<file path="config.mk">
export PLATFORM = sky130hd
export DESIGN_NAME = region_bounds_dec
export DESIGN_NICKNAME = d
export VERILOG_FILES = /design/src/rtl/region_bounds_pkg.sv /design/src/rtl/rb_trailing_ones.sv /design/src/rtl/rb_tor_range.sv /design/src/rtl/rb_napot_range.sv /design/src/rtl/region_bounds_dec.sv
export SDC_FILE = /design/constraint.sdc
export NUM_CORES = 1
export LEC_CHECK = 0
export BUFFER_PORTS_ARGS = -buffer_cell sky130_fd_sc_hd__buf_2
export CAP_MARGIN = 10
export CORE_MARGIN = 2
export CORE_UTILIZATION = 45
export DETAILED_ROUTE_END_ITERATION = 10
export PLACE_DENSITY = 0.74
export REMOVE_ABC_BUFFERS = 1
export SYNTH_ARGS = -nofsm -noshare
export SYNTH_HDL_FRONTEND = slang
export SYNTH_SLANG_ARGS = --single-unit
export TNS_END_PERCENT = 5
</file>
<file path="constraint.sdc">
create_clock -name vclk -period 13.25
set_input_delay 3.3125 -clock vclk [all_inputs]
set_output_delay 3.3125 -clock vclk [all_outputs]
set_load 0.01 [all_outputs]
</file>
<file path="src/rtl/region_bounds_pkg.sv">
package region_bounds_pkg;

  typedef enum logic [1:0] {
    RM_OFF   = 2'd0,
    RM_TOR   = 2'd1,
    RM_NA4   = 2'd2,
    RM_NAPOT = 2'd3
  } region_mode_e;

endpackage

</file>
<file path="src/rtl/rb_trailing_ones.sv">
module rb_trailing_ones #(
  parameter int W   = 10,
  localparam int CW = $clog2(W + 1)
) (
  input  logic [W-1:0]  word_i,
  output logic [CW-1:0] count_o
);

  logic [CW-1:0] cnt;

  // Priority encoder: the lowest zero bit wins.
  always_comb begin
    cnt = CW'(W);
    for (int i = W - 1; i >= 0; i--) begin
      if (!word_i[i]) cnt = CW'(i);
    end
  end

  assign count_o = cnt;

  always_comb begin
    if (int'(cnt) < W) begin

      cnt_hits_zero_chk: assert (!word_i[cnt]);
    end
  end

endmodule

</file>
<file path="src/rtl/rb_tor_range.sv">
module rb_tor_range #(
  parameter int ADDR_W = 12,
  localparam int RW    = ADDR_W - 2,
  localparam int LW    = ADDR_W + 1
) (
  input  logic [RW-1:0]     word_i,
  input  logic [RW-1:0]     prev_i,
  input  logic              first_i,
  output logic [ADDR_W-1:0] base_o,
  output logic [LW-1:0]     limit_o,
  output logic              empty_o
);

  always_comb begin
    base_o  = first_i ? '0 : {prev_i, 2'b00};
    limit_o = {1'b0, word_i, 2'b00};
    empty_o = (limit_o <= {1'b0, base_o});
  end

endmodule

</file>
<file path="src/rtl/rb_napot_range.sv">
module rb_napot_range #(
  parameter int ADDR_W = 12,
  localparam int RW    = ADDR_W - 2,
  localparam int LW    = ADDR_W + 1,
  localparam int CW    = $clog2(RW + 1)
) (
  input  logic [RW-1:0]     word_i,
  output logic [ADDR_W-1:0] base_o,
  output logic [LW-1:0]     limit_o
);

  localparam logic [LW-1:0] TOP = LW'(1) << ADDR_W;

  logic [CW-1:0] ones;
  logic [RW-1:0] cleared;
  logic [LW-1:0] size;

  rb_trailing_ones #(.W(RW)) u_ones (
    .word_i  (word_i),
    .count_o (ones)
  );

  always_comb begin
    cleared = word_i & (word_i + RW'(1));
    size    = LW'(1) << (LW'(ones) + LW'(3));
    if (int'(ones) == RW) begin
      base_o  = '0;
      limit_o = TOP;
    end else begin
      base_o  = {cleared, 2'b00};
      limit_o = {1'b0, base_o} + size;
    end
  end

  always_comb begin

    napot_aligned_chk: assert (({1'b0, base_o} & (limit_o - {1'b0, base_o} - LW'(1))) == '0);
  end

endmodule

</file>
<file path="src/rtl/region_bounds_dec.sv">
module region_bounds_dec
  import region_bounds_pkg::*;
#(
  parameter int ADDR_W = 12,
  localparam int RW    = ADDR_W - 2,
  localparam int LW    = ADDR_W + 1
) (
  input  logic [1:0]        mode_i,
  input  logic [RW-1:0]     addr_word_i,
  input  logic [RW-1:0]     prev_word_i,
  input  logic              entry_first_i,
  output logic [ADDR_W-1:0] base_o,
  output logic [LW-1:0]     limit_o,
  output logic              full_o,
  output logic              empty_o
);

  localparam logic [LW-1:0] TOP = LW'(1) << ADDR_W;

  region_mode_e      mode;
  logic [ADDR_W-1:0] tor_base, nap_base, na4_base;
  logic [LW-1:0]     tor_limit, nap_limit;
  logic              tor_empty;

  assign mode     = region_mode_e'(mode_i);
  assign na4_base = {addr_word_i, 2'b00};

  rb_tor_range #(.ADDR_W(ADDR_W)) u_tor (
    .word_i  (addr_word_i),
    .prev_i  (prev_word_i),
    .first_i (entry_first_i),
    .base_o  (tor_base),
    .limit_o (tor_limit),
    .empty_o (tor_empty)
  );

  rb_napot_range #(.ADDR_W(ADDR_W)) u_napot (
    .word_i  (addr_word_i),
    .base_o  (nap_base),
    .limit_o (nap_limit)
  );

  always_comb begin
    unique case (mode)
      RM_TOR: begin
        base_o  = tor_base;
        limit_o = tor_limit;
        empty_o = tor_empty;
      end
      RM_NA4: begin
        base_o  = na4_base;
        limit_o = {1'b0, na4_base} + LW'(4);
        empty_o = 1'b0;
      end
      RM_NAPOT: begin
        base_o  = nap_base;
        limit_o = nap_limit;
        empty_o = 1'b0;
      end
      default: begin
        base_o  = '0;
        limit_o = '0;
        empty_o = 1'b1;
      end
    endcase
    full_o = (base_o == '0) && (limit_o == TOP);
  end

  always_comb begin

    off_is_empty_chk: assert (mode != RM_OFF || (empty_o && !full_o));

    na4_span_chk: assert (mode != RM_NA4 || (limit_o - {1'b0, base_o}) == LW'(4));

    nonempty_order_chk: assert (empty_o || limit_o > {1'b0, base_o});

    full_excl_empty_chk: assert (!(full_o && empty_o));

    napot_all_ones_chk: assert (mode != RM_NAPOT || !(&addr_word_i) || full_o);
  end

endmodule

</file>
; Word-level counts from Yosys, hierarchy flattened
; Cells that the tools add are included.
[totals]
out_inout_bits = 27
inputBits = 23
ff_bits = 0
[classes]
order_cmp = 1
n_reduce_logical = 3
n_shift = 1
n_eq_ne = 5
addsub = 4
mux = 16
bitwise_logic = 1
[ops]
columns = operator, n
row1 = $pmux 13 s3, 1
row2 = $mux 4, 9
row3 = $pmux 12 s3, 1
row4 = $mux 12, 2
row5 = $add 12x13->13, 1
row6 = $add 12x3->13 const B, 1
row7 = $eq 13x13->1 const B, 1
row8 = $mux 13, 1
row9 = $shl 1x13->13 const A, 1
row10 = $le 12x12->1, 1
row11 = $logic_not 12->1, 1
row12 = $add 10x1->10 const B, 1
row13 = $and 10x10->10, 1
row14 = $add 4x2->5 const B, 1
row15 = $eq 2x2->1 const B, 2
row16 = $eq 4x4->1 const B, 1
row17 = $eq 2x1->1 const B, 1
row18 = $mux 2, 1
row19 = $pmux 1 s2, 1
row20 = $reduce_or 2->1, 1
row21 = $logic_and 1x1->1, 1

; Logic depth before layout (Yosys ltp)
; Gate-level depths: netlist of run 1.
[logic_depth]
depth_word = 17
depth_mapped = 17
ltp_nobuf = 16

; By module
; Synthesis of run 1 repeated with hierarchy kept, for this count alone.
[unflattened]
cells_unflattened = 303
hier_area_um2 = 2183.3
[by_module_without_submodules]
columns = module, seq_area_each_um2, cells_per_inst, n_inst, area_per_inst_um2
row1 = region_bounds_dec, 0.0, 111, 1, 904.6
row2 = rb_napot_range, 0.0, 115, 1, 755.7
row3 = rb_tor_range, 0.0, 61, 1, 436.7
row4 = rb_trailing_ones, 0.0, 16, 1, 86.3

; Least setup slack after synthesis of run 1
; Ideal clock, no wire load.
[synth_timing]
path_type = input to output
startpoint = input addr_word_i[5]
endpoint = output full_o
t_arrival_ns = 5.904
required_ns = 9.938
path_stages = 17
path_slack_ns = 4.034
path_cell_list = buf_4 > nand2_1 > a31oi_1 > nor2_1 > nand3_1 > nand2_1 > nand2_1 > nand2_1 > ha_1 > ha_1 > nand3_1 > a21oi_1 > nor3_1 > o21ai_0 > a21oi_1 > a211o_1 > nor4_2
[synth_via]
elab_chain_cells = 13
word_cells_on_any_way = 20
cone_classes = add/sub: 4 / eq/ne: 2 / shift: 1 / mux: 10 / bitwise: 1 / reduce/logical: 2
[synth_rtl]
columns = item, line
row1 = "start, declared", region_bounds_dec.sv:9  ; input logic [RW-1:0] addr_word_i,
row2 = $mux 4 (6 in a row), rb_trailing_ones.sv:15  ; if (!word_i[i]) cnt = CW'(i);
row3 = $add 4x2->5, rb_napot_range.sv:25  ; size = LW'(1) << (LW'(ones) + LW'(3));
row4 = $shl 1x13->13, rb_napot_range.sv:25
row5 = $add 12x13->13, rb_napot_range.sv:31  ; limit_o = {1'b0, base_o} + size;
row6 = $mux 13, rb_napot_range.sv:26  ; if (int'(ones) == RW) begin
row7 = $pmux 13 s3 *, region_bounds_dec.sv:44  ; unique case (mode)
row8 = named net limit_o[11], region_bounds_dec.sv:13  ; output logic [LW-1:0] limit_o,
row9 = $eq 13x13->1 *, region_bounds_dec.sv:66  ; full_o = (base_o == '0) && (limit_o == TOP);
row10 = $logic_and 1x1->1 *, region_bounds_dec.sv:66
row11 = "end, declared", region_bounds_dec.sv:14  ; output logic full_o,
; The timed path passes the listed nets; every way through them passes the cells marked *.

; Worst setup path in the final report of run 1
[layout_timing]
startpoint = input addr_word_i[5]
endpoint = output full_o
[layout_via]
elab_chain_cells = 13
word_cells_on_any_way = 20
cone_classes = add/sub: 4 / eq/ne: 2 / shift: 1 / mux: 10 / bitwise: 1 / reduce/logical: 2
[layout_rtl]
columns = item, line
row1 = $mux 4 (6 in a row), rb_trailing_ones.sv:15
row2 = $add 4x2->5, rb_napot_range.sv:25
row3 = $shl 1x13->13, rb_napot_range.sv:25
row4 = $add 12x13->13, rb_napot_range.sv:31
row5 = $mux 13, rb_napot_range.sv:26
row6 = $pmux 13 s3, region_bounds_dec.sv:44
row7 = $eq 13x13->1, region_bounds_dec.sv:66
row8 = $logic_and 1x1->1 *, region_bounds_dec.sv:66
; Every way passes the cells marked *; elsewhere a longest branch is shown, timed or not.

==> impl_metrics.py, run 1 <==
metrics = {
    "cells_and_area": {
        "filler_cell_count": 404,
        "n_clock_buffer": 0,
        "fin_area_mm2": 0.00184,
        "relative_area_change_from_synthesis_to_final_layout_pct": 10.2,
        "antenna_cells": 0,
        "final_layout_size_suffix_gt1_share_pct": 22.5,
        "final_cells": 319,
        "final-seq-area_um2": 0,
        "sequential_cell_total": 0,
        "fin_util_pct": 51.1,
        "layout_common_cells": "buf_2, ha_1, nand2_1, nor2_1, inv_1",
        "nNetsFinal": 326,
        "most_common_library_cell_in_the_layout_ignoring_fill_and_taps": "buf_2",
    },
    "worst_setup_path": {
        "cp_max_fo": 11,
        "cp-startpoint": "addr_word_i[5]",
        "start_kind": "primary input",
        "type_of_destination_of_the_critical_path": "output port",
        "required_ns": 9.94,
        "worst_ep_arrival_time_ns": 6.39,
        "criticalPathCategory": "primary input to output port",
    },
    "floorplanning": {
        "core_region_area_mm2": 0.00361,
        "number_of_placement_rows": 22,
        "die_w_um": 65.0,
        "design.portCount": 50,
        "dieHeight_um": 65.0,
        "floorplan.die_area_mm2": 0.00422,
        "starting_density_of_the_core_pct": 46.4,
    },
    "timing": {
        "rsz0062_at_grt": "false",
        "worst_slew_pin_slew_ns": 0.582,
        "upper_clock_frequency_limit_mhz": 103,
        "layout_min_cycle_time_ns": 9.71,
        "final-hold-violation-count": 0,
        "timing.final.max_slew_violations": 0,
        "relSlewSlack_pct": 61.1,
        "setup_total_negative_slack_ns": 0,
        "period_share_pct": 73.3,
        "setup_viol": 0,
    },
    "synth": {
        "synth_warnings": 0,
        "synthesis.instances": 238,
        "synth_cell_types": 52,
        "netlist_area_mm2": 0.00167,
        "synth.yosys.seq_area_share_pct": 0,
        "synth.avg_cell_area_um2": 7.03,
    },
    "global_route": {
        "grt_start_max_net_pins": 25,
        "grt_pass1_vias": 1703,
        "grt_first_pass_wirelength_mm": 8.09,
        "globalRouteTotalUtil_pct": 23.4,
        "grt_overflow_total": 0,
        "antenna_found_initial": 0,
    },
    "pwr": {
        "power.density_mw_per_mm2": 33.4,
        "netSwitchingFraction_pct": 59.6,
        "power_frac_clock_pct": 0,
        "share_comb_of_total_power_pct": 100.0,
        "net-switching-power_mw": 0.0367,
        "p_int_mw": 0.0249,
        "power.leakage_nw": 0.870,
        "fin_total_pwr_mw": 0.0616,
        "power.ir.vdd_worst_mv": 0.0201,
        "sequentialPowerShare_pct": 0,
    },
    "route": {
        "routed_via_density": 5.97,
        "drtIter0Drc": 175,
        "detail-route-antenna-nets": 0,
        "num_vias": 1906,
        "routed_wire_length_per_instance_um": 15.4,
        "drc": 0,
        "wirelength_mm": 4.91,
        "pre_antenna_drt_iters": 4,
    },
    "placement": {
        "place.detailed.hpwl_mm": 4.00,
        "numPlacedInstances": 319,
        "port_buffers": 46,
        "placement.cell_area_mm2": 0.00184,
        "gp_weighted_congestion": 1.02,
    },
    "clock_network": {
        "post-cts-setup-buffer-count": 0,
        "postCtsHoldBufs": 0,
        "post_cts_resized": 0,
    },
    "flow_run": {
        "cap_viol_max_count": 0,
    },
    "status": {
        "outcome": "finished, final reports clean",
    },
    "hold_path": {
        "hp-class": "primary input to output port",
        "worstHoldStart": "prev_word_i[0]",
    },
}
-- stage by stage --
step / worst slack (ns) / hold slack, ns
final: 3.54 / 6.97
after global routing: 3.27 / 7.02
after CTS: 3.56 / 6.97
after detailed placement: 3.57 / 6.97
after global placement: 3.62 / 6.97
after floorplan: 4.13 / 6.67
-- per-layer routing --
metal  global-route usage, %  share of wire [%]  vias up
met1                    33.5                 47      891
li1                        -                  -      947
met4                   0.532                  0        0
met3                   0.521                6.2        0
met5                       0                  0        -
met2                    41.1                 47       68
-- final timing paths --
kind                         to  cells after the start
worst max-delay path     full_o                     18
worst min-delay path  base_o[2]                      4
-- final cells by class --
class / instances / area, um2 / area share (%)
Inverter: 17 / 63.8 / 3.46
Timing Repair Buffer: 46 / 230 / 12.5
Multi-Input combinational cell: 208 / 1490 / 80.8
Tap cell: 48 / 60.1 / 3.26
-- cell usage after synthesis (2+ instances only) --
cell       count  share of area (%)
nor3_1         5                1.5
o21ai_1        3               0.90
nor2b_1        5                1.9
nand2_1       24                5.4
xnor2_1        4                2.1
o211ai_1       3                1.3
o2111ai_1      2                1.0
or3_1          3                1.1
clkbuf_1       4               0.90
o22ai_1        4                1.5
a41o_1         2                1.2
nand3_1       10                3.0
ha_1          29                 22
nand2b_1      12                4.5
a21oi_1       13                3.9
nand3_2        2                1.2
buf_6          5                3.4
nor4_2         2                1.5
nand4_1        9                3.4
buf_4          6                2.7
a21o_1         4                1.8
a22o_1         8                4.2
a31oi_1        6                2.2
xor2_1         2                1.0
o21ai_0        9                2.7
nor2_1        18                4.0
o221ai_1       3                1.6
inv_1         17                3.8
-- power groups by stage --
stage	logic (mW)	clock network, mW	registers (mW)
finish	0.0616	0	0
global route	0.0684	0	0
CTS	0.0613	0	0
detailed placement	0.0610	0	0
global placement	0.0605	0	0
floorplan	0.0381	0	0
-- cells by family after synthesis --
kind of cell	count (synthesis)	synth area share [%]
multiplexers	1	0.598
adder cells (fa/ha/maj)	30	22.9
AO/OA/AOI/OAI	68	29.0
buffers and inverters	33	11.6
XOR/XNOR	6	3.14
AND/OR/NAND/NOR	99	32.5
other	1	0.224
-- critical path, stage by stage --
cell       delay [ns]
buf_2            0.22
nand2_1          0.11
a31oi_1          0.22
nor2_1           0.09
nand3_1          0.13
nand2_1          0.10
nand2_1          0.09
nand2_1          0.06
ha_1             0.24
ha_1             0.41
nand3_1          0.12
o2111ai_1        0.28
a31o_1           0.20
a21oi_1          0.09
or4_4            0.42
nand3_2          0.10
nor4_2           0.05
buf_2            0.14
No activity file was read; power rests on OpenSTA's default activity.
==> run 2, diff against run 1 <==
==> constraint.sdc (replaced) <==
create_clock -name vclk -period 9.9
set_input_delay 2.475 -clock vclk [all_inputs]
set_output_delay 2.475 -clock vclk [all_outputs]
set_load 0.01 [all_outputs]
==> run 2 against run 1 <==
Against the previous run: flip-flop and latch count unchanged; first-iteration DRC count down 19%; die area unchanged; global-route usage up 0.39 points; worst hold slack worse by 1.7 ns; routed wire length up 1.5%; critical path type unchanged; largest power group unchanged.
==> impl_metrics.py, run 2 (synthesis results as in run 1) <==
metrics = {
    "timing": {
        "final-hold-violation-count": 0,
        "setup_total_negative_slack_ns": 0,
        "setup_viol": 0,
        "upper_clock_frequency_limit_mhz": 125,
        "period_share_pct": 80.8,
        "rsz0062_at_grt": "false",
        "relSlewSlack_pct": 58.8,
        "worst_hold_slack_ns": 5.29,
        "timing.final.max_slew_violations": 0,
        "worst_slew_pin_slew_ns": 0.617,
        "layout_min_cycle_time_ns": 8.00,
    },
    "cells_and_area": {
        "layout_common_cells": "buf_2, ha_1, nand2_1, nor2_1, inv_1",
        "relative_area_change_from_synthesis_to_final_layout_pct": 10.2,
        "filler_cell_count": 375,
        "most_common_library_cell_in_the_layout_ignoring_fill_and_taps": "buf_2",
        "antenna_cells": 0,
        "multi_input_comb_area_mm2": 0.00149,
        "n_clock_buffer": 0,
        "nNetsFinal": 326,
        "final_cells": 319,
        "fin_area_mm2": 0.00184,
        "final-seq-area_um2": 0,
        "final_layout_size_suffix_gt1_share_pct": 22.5,
        "sequential_cell_total": 0,
    },
    "worst_setup_path": {
        "required_ns": 7.43,
        "start_kind": "primary input",
        "worst_path_most_repeated_cell": "nand2_1",
        "buffering_stage_count_on_the_worst_path_with_inverters_included": 2,
        "critPathMaxStageDelay_ns": 0.42,
        "crit_path_cell_trace": "buf_2, nand2_1, a31oi_1, nor2_1, nand3_1, nand2_1, nand2_1, nand2_1, ha_1, ha_1, nand3_1, o2111ai_1, a31o_1, a21oi_1, or4_4, nand3_2, nor4_2, buf_2",
        "type_of_destination_of_the_critical_path": "output port",
        "criticalPathCategory": "primary input to output port",
        "worst_ep_arrival_time_ns": 5.53,
        "timing.critical_path.slowest_stage_cell": "or4_4",
        "cpLargestDelayFamily": "simple AND/OR/NAND/NOR gates",
        "cp_max_fo": 11,
    },
    "hold_path": {
        "hold-path-cell-count": 4,
        "hp-class": "primary input to output port",
        "timing.hold.worst_endpoint": "base_o[2]",
        "worstHoldStart": "prev_word_i[0]",
    },
    "global_route": {
        "grt_pass1_vias": 1716,
        "grt_overflow_total": 0,
        "grt_first_pass_wirelength_mm": 8.12,
        "antenna_found_initial": 0,
        "grt_start_max_net_pins": 25,
        "globalRouteTotalUtil_pct": 23.8,
    },
    "route": {
        "pre_antenna_drt_iters": 4,
        "drc": 0,
        "drtIter0Drc": 141,
        "detail-route-antenna-nets": 0,
        "num_vias": 1896,
        "routed_via_density": 5.94,
        "routed_wire_length_per_instance_um": 15.6,
        "wirelength_mm": 4.99,
    },
    "floorplanning": {
        "starting_density_of_the_core_pct": 46.4,
        "floorplan.die_area_mm2": 0.00422,
        "core_region_area_mm2": 0.00361,
        "dieHeight_um": 65.0,
        "design.portCount": 50,
        "number_of_placement_rows": 22,
        "die_w_um": 65.0,
    },
    "placement": {
        "placement.cell_area_mm2": 0.00184,
        "port_buffers": 46,
        "gp_weighted_congestion": 1.02,
        "place.detailed.hpwl_mm": 4.00,
        "numPlacedInstances": 319,
    },
    "pwr": {
        "sequentialPowerShare_pct": 0,
        "netSwitchingFraction_pct": 59.5,
        "power.density_mw_per_mm2": 44.5,
        "p_int_mw": 0.0333,
        "net-switching-power_mw": 0.0489,
        "share_comb_of_total_power_pct": 100.0,
        "fin_total_pwr_mw": 0.0821,
        "power.leakage_nw": 0.870,
        "power_frac_clock_pct": 0,
        "power.ir.vdd_worst_mv": 0.0232,
    },
    "flow_run": {
        "cap_viol_max_count": 0,
    },
    "clock_network": {
        "postCtsHoldBufs": 0,
        "post-cts-setup-buffer-count": 0,
        "post_cts_resized": 0,
    },
    "status": {
        "outcome": "finished, final reports clean",
    },
}
## run 2: cell counts in the layout (fill, tap and decap cells not counted)
No cell type changed its count.
## run 2: metal layers
layer  track usage, %  part of all wire (%)
met1             34.7                    46
met2             38.8                    46
met3            0.868                   7.1
met4             4.52                   1.1
met5                0                     0
## run 2: layout make-up
class	count	area share [%]
timing repair buffer	46	12.5
tap	48	3.26
multi-input combinational	208	80.8
inverter	17	3.46
## run 2: power by group through the flow
stage	registers [mW]	clock network, mW	logic [mW]
after floorplan	0	0	0.0510
after global placement	0	0	0.0810
after detailed placement	0	0	0.0814
after CTS	0	0	0.0818
after global routing	0	0	0.0914
final	0	0	0.0821
## run 2: through the flow
stage | util (%) | setup slack (ns)
finish | 51.1 | 1.90
global route | 51.1 | 1.71
CTS | 51.1 | 1.93
detailed placement | 51.1 | 1.94
global placement | 51.1 | 1.94
floorplan | - | 2.45
## run 2: how the worst max path moves through the flow
stage / depth (start not counted) / end / slack [ns] / from
5_1_grt: 18 / full_o / 1.71 / addr_word_i[5]
3_3_place_gp: 18 / full_o / 1.94 / addr_word_i[5]
2_1_floorplan: 16 / full_o / 2.45 / addr_word_i[8]
3_5_place_dp: 18 / full_o / 1.94 / addr_word_i[5]
6_report: 18 / full_o / 1.90 / addr_word_i[5]
4_1_cts: 18 / full_o / 1.93 / addr_word_i[5]
## run 2: worst min-delay path, stage by stage
cell and delay, ns:
buf_2 0.09, nand3_1 0.06, o21ai_0 0.06, buf_2 0.12
==> run 3, diff against run 2 <==
--- a/config.mk
+++ b/config.mk
@@ -10,7 +10,7 @@
 export CORE_MARGIN = 2
 export CORE_UTILIZATION = 45
 export DETAILED_ROUTE_END_ITERATION = 10
-export PLACE_DENSITY = 0.74
+export PLACE_DENSITY = 0.77
 export REMOVE_ABC_BUFFERS = 1
 export SYNTH_ARGS = -nofsm -noshare
 export SYNTH_HDL_FRONTEND = slang
==> constraint.sdc (replaced) <==
create_clock -name vclk -period 6.45
set_input_delay 1.6125 -clock vclk [all_inputs]
set_output_delay 1.6125 -clock vclk [all_outputs]
set_load 0.01 [all_outputs]
==> run 3 against run 2 <==
Against the previous run: non-clock buffer count rose by 2; die area is the same; cell area up 1.3%; setup slack worse by 1.6 ns; critical path type unchanged; core utilization grew 0.66 points; first-iteration DRC count rose by 16%; flip-flop and latch count unchanged.
==> impl_metrics.py, run 3 (synthesis results as in run 1) <==
metrics = {
    "route": {
        "drtIter0Drc": 164,
        "m1WireLength_mm": 2.26,
        "routed_via_density": 6.04,
        "highest-signal-layer": "met4",
        "wirelength_mm": 5.02,
        "pre_antenna_drt_iters": 4,
        "num_vias": 1938,
        "detail-route-antenna-nets": 0,
        "routed-wl-met3_um": 371,
        "metal2_wl_mm": 2.36,
        "routed_wire_length_per_instance_um": 15.6,
        "drc": 0,
    },
    "floorplanning": {
        "design.portCount": 50,
        "floorplan.die_area_mm2": 0.00422,
        "starting_density_of_the_core_pct": 46.4,
        "dieHeight_um": 65.0,
        "number_of_placement_rows": 22,
        "die_w_um": 65.0,
        "core_region_area_mm2": 0.00361,
    },
    "placement": {
        "gp_weighted_congestion": 1.03,
        "place.detailed.hpwl_mm": 4.00,
        "port_buffers": 46,
    },
    "pwr": {
        "power_frac_clock_pct": 0,
        "net-switching-power_mw": 0.0764,
        "power.leakage_nw": 0.881,
        "power.density_mw_per_mm2": 68.7,
        "p_int_mw": 0.0519,
        "netSwitchingFraction_pct": 59.6,
        "share_comb_of_total_power_pct": 100.0,
        "sequentialPowerShare_pct": 0,
        "power.ir.vdd_worst_mv": 0.0327,
    },
    "status": {
        "outcome": "finished, final reports clean",
    },
    "timing": {
        "period_share_pct": 95.6,
        "timing.final.max_slew_violations": 0,
        "worst_hold_slack_ns": 3.57,
        "layout_min_cycle_time_ns": 6.16,
        "setup_viol": 0,
        "worst_slew_pin_slew_ns": 0.642,
        "relSlewSlack_pct": 57.2,
        "upper_clock_frequency_limit_mhz": 162,
        "setup_total_negative_slack_ns": 0,
        "final-hold-violation-count": 0,
        "rsz0062_at_grt": "false",
    },
    "worst_setup_path": {
        "cp_max_fo": 11,
        "crit_path_cell_trace": "buf_2, nand2_1, a31oi_1, nor2_1, nand3_1, nand2_1, nand2_1, nand2_1, ha_1, ha_1, nand3_1, o2111ai_1, a31o_1, a21oi_1, or4_4, nand3_2, nor4_2, buf_2",
        "timing.critical_path.slowest_stage_cell": "or4_4",
        "cpLargestDelayFamily": "simple AND/OR/NAND/NOR gates",
        "required_ns": 4.84,
        "start_kind": "primary input",
        "critPathMaxStageDelay_ns": 0.42,
        "worst_path_most_repeated_cell": "nand2_1",
        "buffering_stage_count_on_the_worst_path_with_inverters_included": 2,
        "worst_ep_arrival_time_ns": 4.55,
        "type_of_destination_of_the_critical_path": "output port",
        "criticalPathCategory": "primary input to output port",
    },
    "global_route": {
        "antenna_found_initial": 0,
        "grt_overflow_total": 0,
        "grt_first_pass_wirelength_mm": 8.21,
        "globalRouteTotalUtil_pct": 23.8,
        "grt_start_max_net_pins": 25,
        "grt_pass1_vias": 1772,
    },
    "cells_and_area": {
        "final-seq-area_um2": 0,
        "n_clock_buffer": 0,
        "antenna_cells": 0,
        "sequential_cell_total": 0,
        "relative_area_change_from_synthesis_to_final_layout_pct": 11.7,
        "nNetsFinal": 328,
        "filler_cell_count": 379,
        "most_common_library_cell_in_the_layout_ignoring_fill_and_taps": "buf_2",
        "final_layout_size_suffix_gt1_share_pct": 23.8,
        "layout_common_cells": "buf_2, ha_1, nand2_1, nor2_1, inv_1",
    },
    "clock_network": {
        "postCtsHoldBufs": 0,
    },
    "flow_run": {
        "cap_viol_max_count": 0,
    },
    "hold_path": {
        "hp-class": "primary input to output port",
    },
}
-- run 3: cell types whose count changed in the layout (fill, tap and decap cells not counted), sizes merged --
cell and delta:
buf +2
-- run 3: stage by stage --
| step | std cells | worst slack (ns) | area [um2] | power (mW) | util (%) |
|---|---|---|---|---|---|
| global placement | 321 | 0.273 | 1860 | 0.125 | 51.6 |
| floorplan | 225 | 0.726 | 1550 | 0.0783 | - |
| global route | 321 | 0.0129 | 1870 | 0.142 | 51.8 |
| CTS | 321 | 0.258 | 1860 | 0.127 | 51.6 |
| detailed placement | 321 | 0.275 | 1860 | 0.126 | 51.6 |
| finish | 321 | 0.286 | 1870 | 0.128 | 51.8 |
-- run 3: area by class of cell --
cell class	count	area [um2]	share of cell area, %
Timing Repair Buffer	48	245	13.1
Multi-Input combinational cell	208	1500	80.2
Tap cell	48	60.1	3.22
Inverter	17	63.8	3.42
-- run 3: metal layers --
metal | vias up | GRT usage (%)
met2 | 88 | 40.1
li1 | 953 | -
met5 | - | 0
met3 | 4 | 0.347
met4 | 0 | 4.52
met1 | 893 | 34.2
-- run 3: final timing paths --
| check | from | to | depth (start not counted) |
|---|---|---|---|
| worst max-delay path | addr_word_i[5] | full_o | 18 |
| worst min-delay path | prev_word_i[0] | base_o[2] | 4 |
-- run 3: power groups by stage --
stage | Combinational, mW | Clock (mW) | Sequential (mW)
5_1_grt | 0.142 | 0 | 0
3_3_place_gp | 0.125 | 0 | 0
2_1_floorplan | 0.0783 | 0 | 0
4_1_cts | 0.127 | 0 | 0
3_5_place_dp | 0.126 | 0 | 0
6_report | 0.128 | 0 | 0
-- run 3: what timing repair did --
item                                    CTS  global route
resized for setup                         0             2
endpoints found under the setup margin    0             1
buffers inserted                          0             0
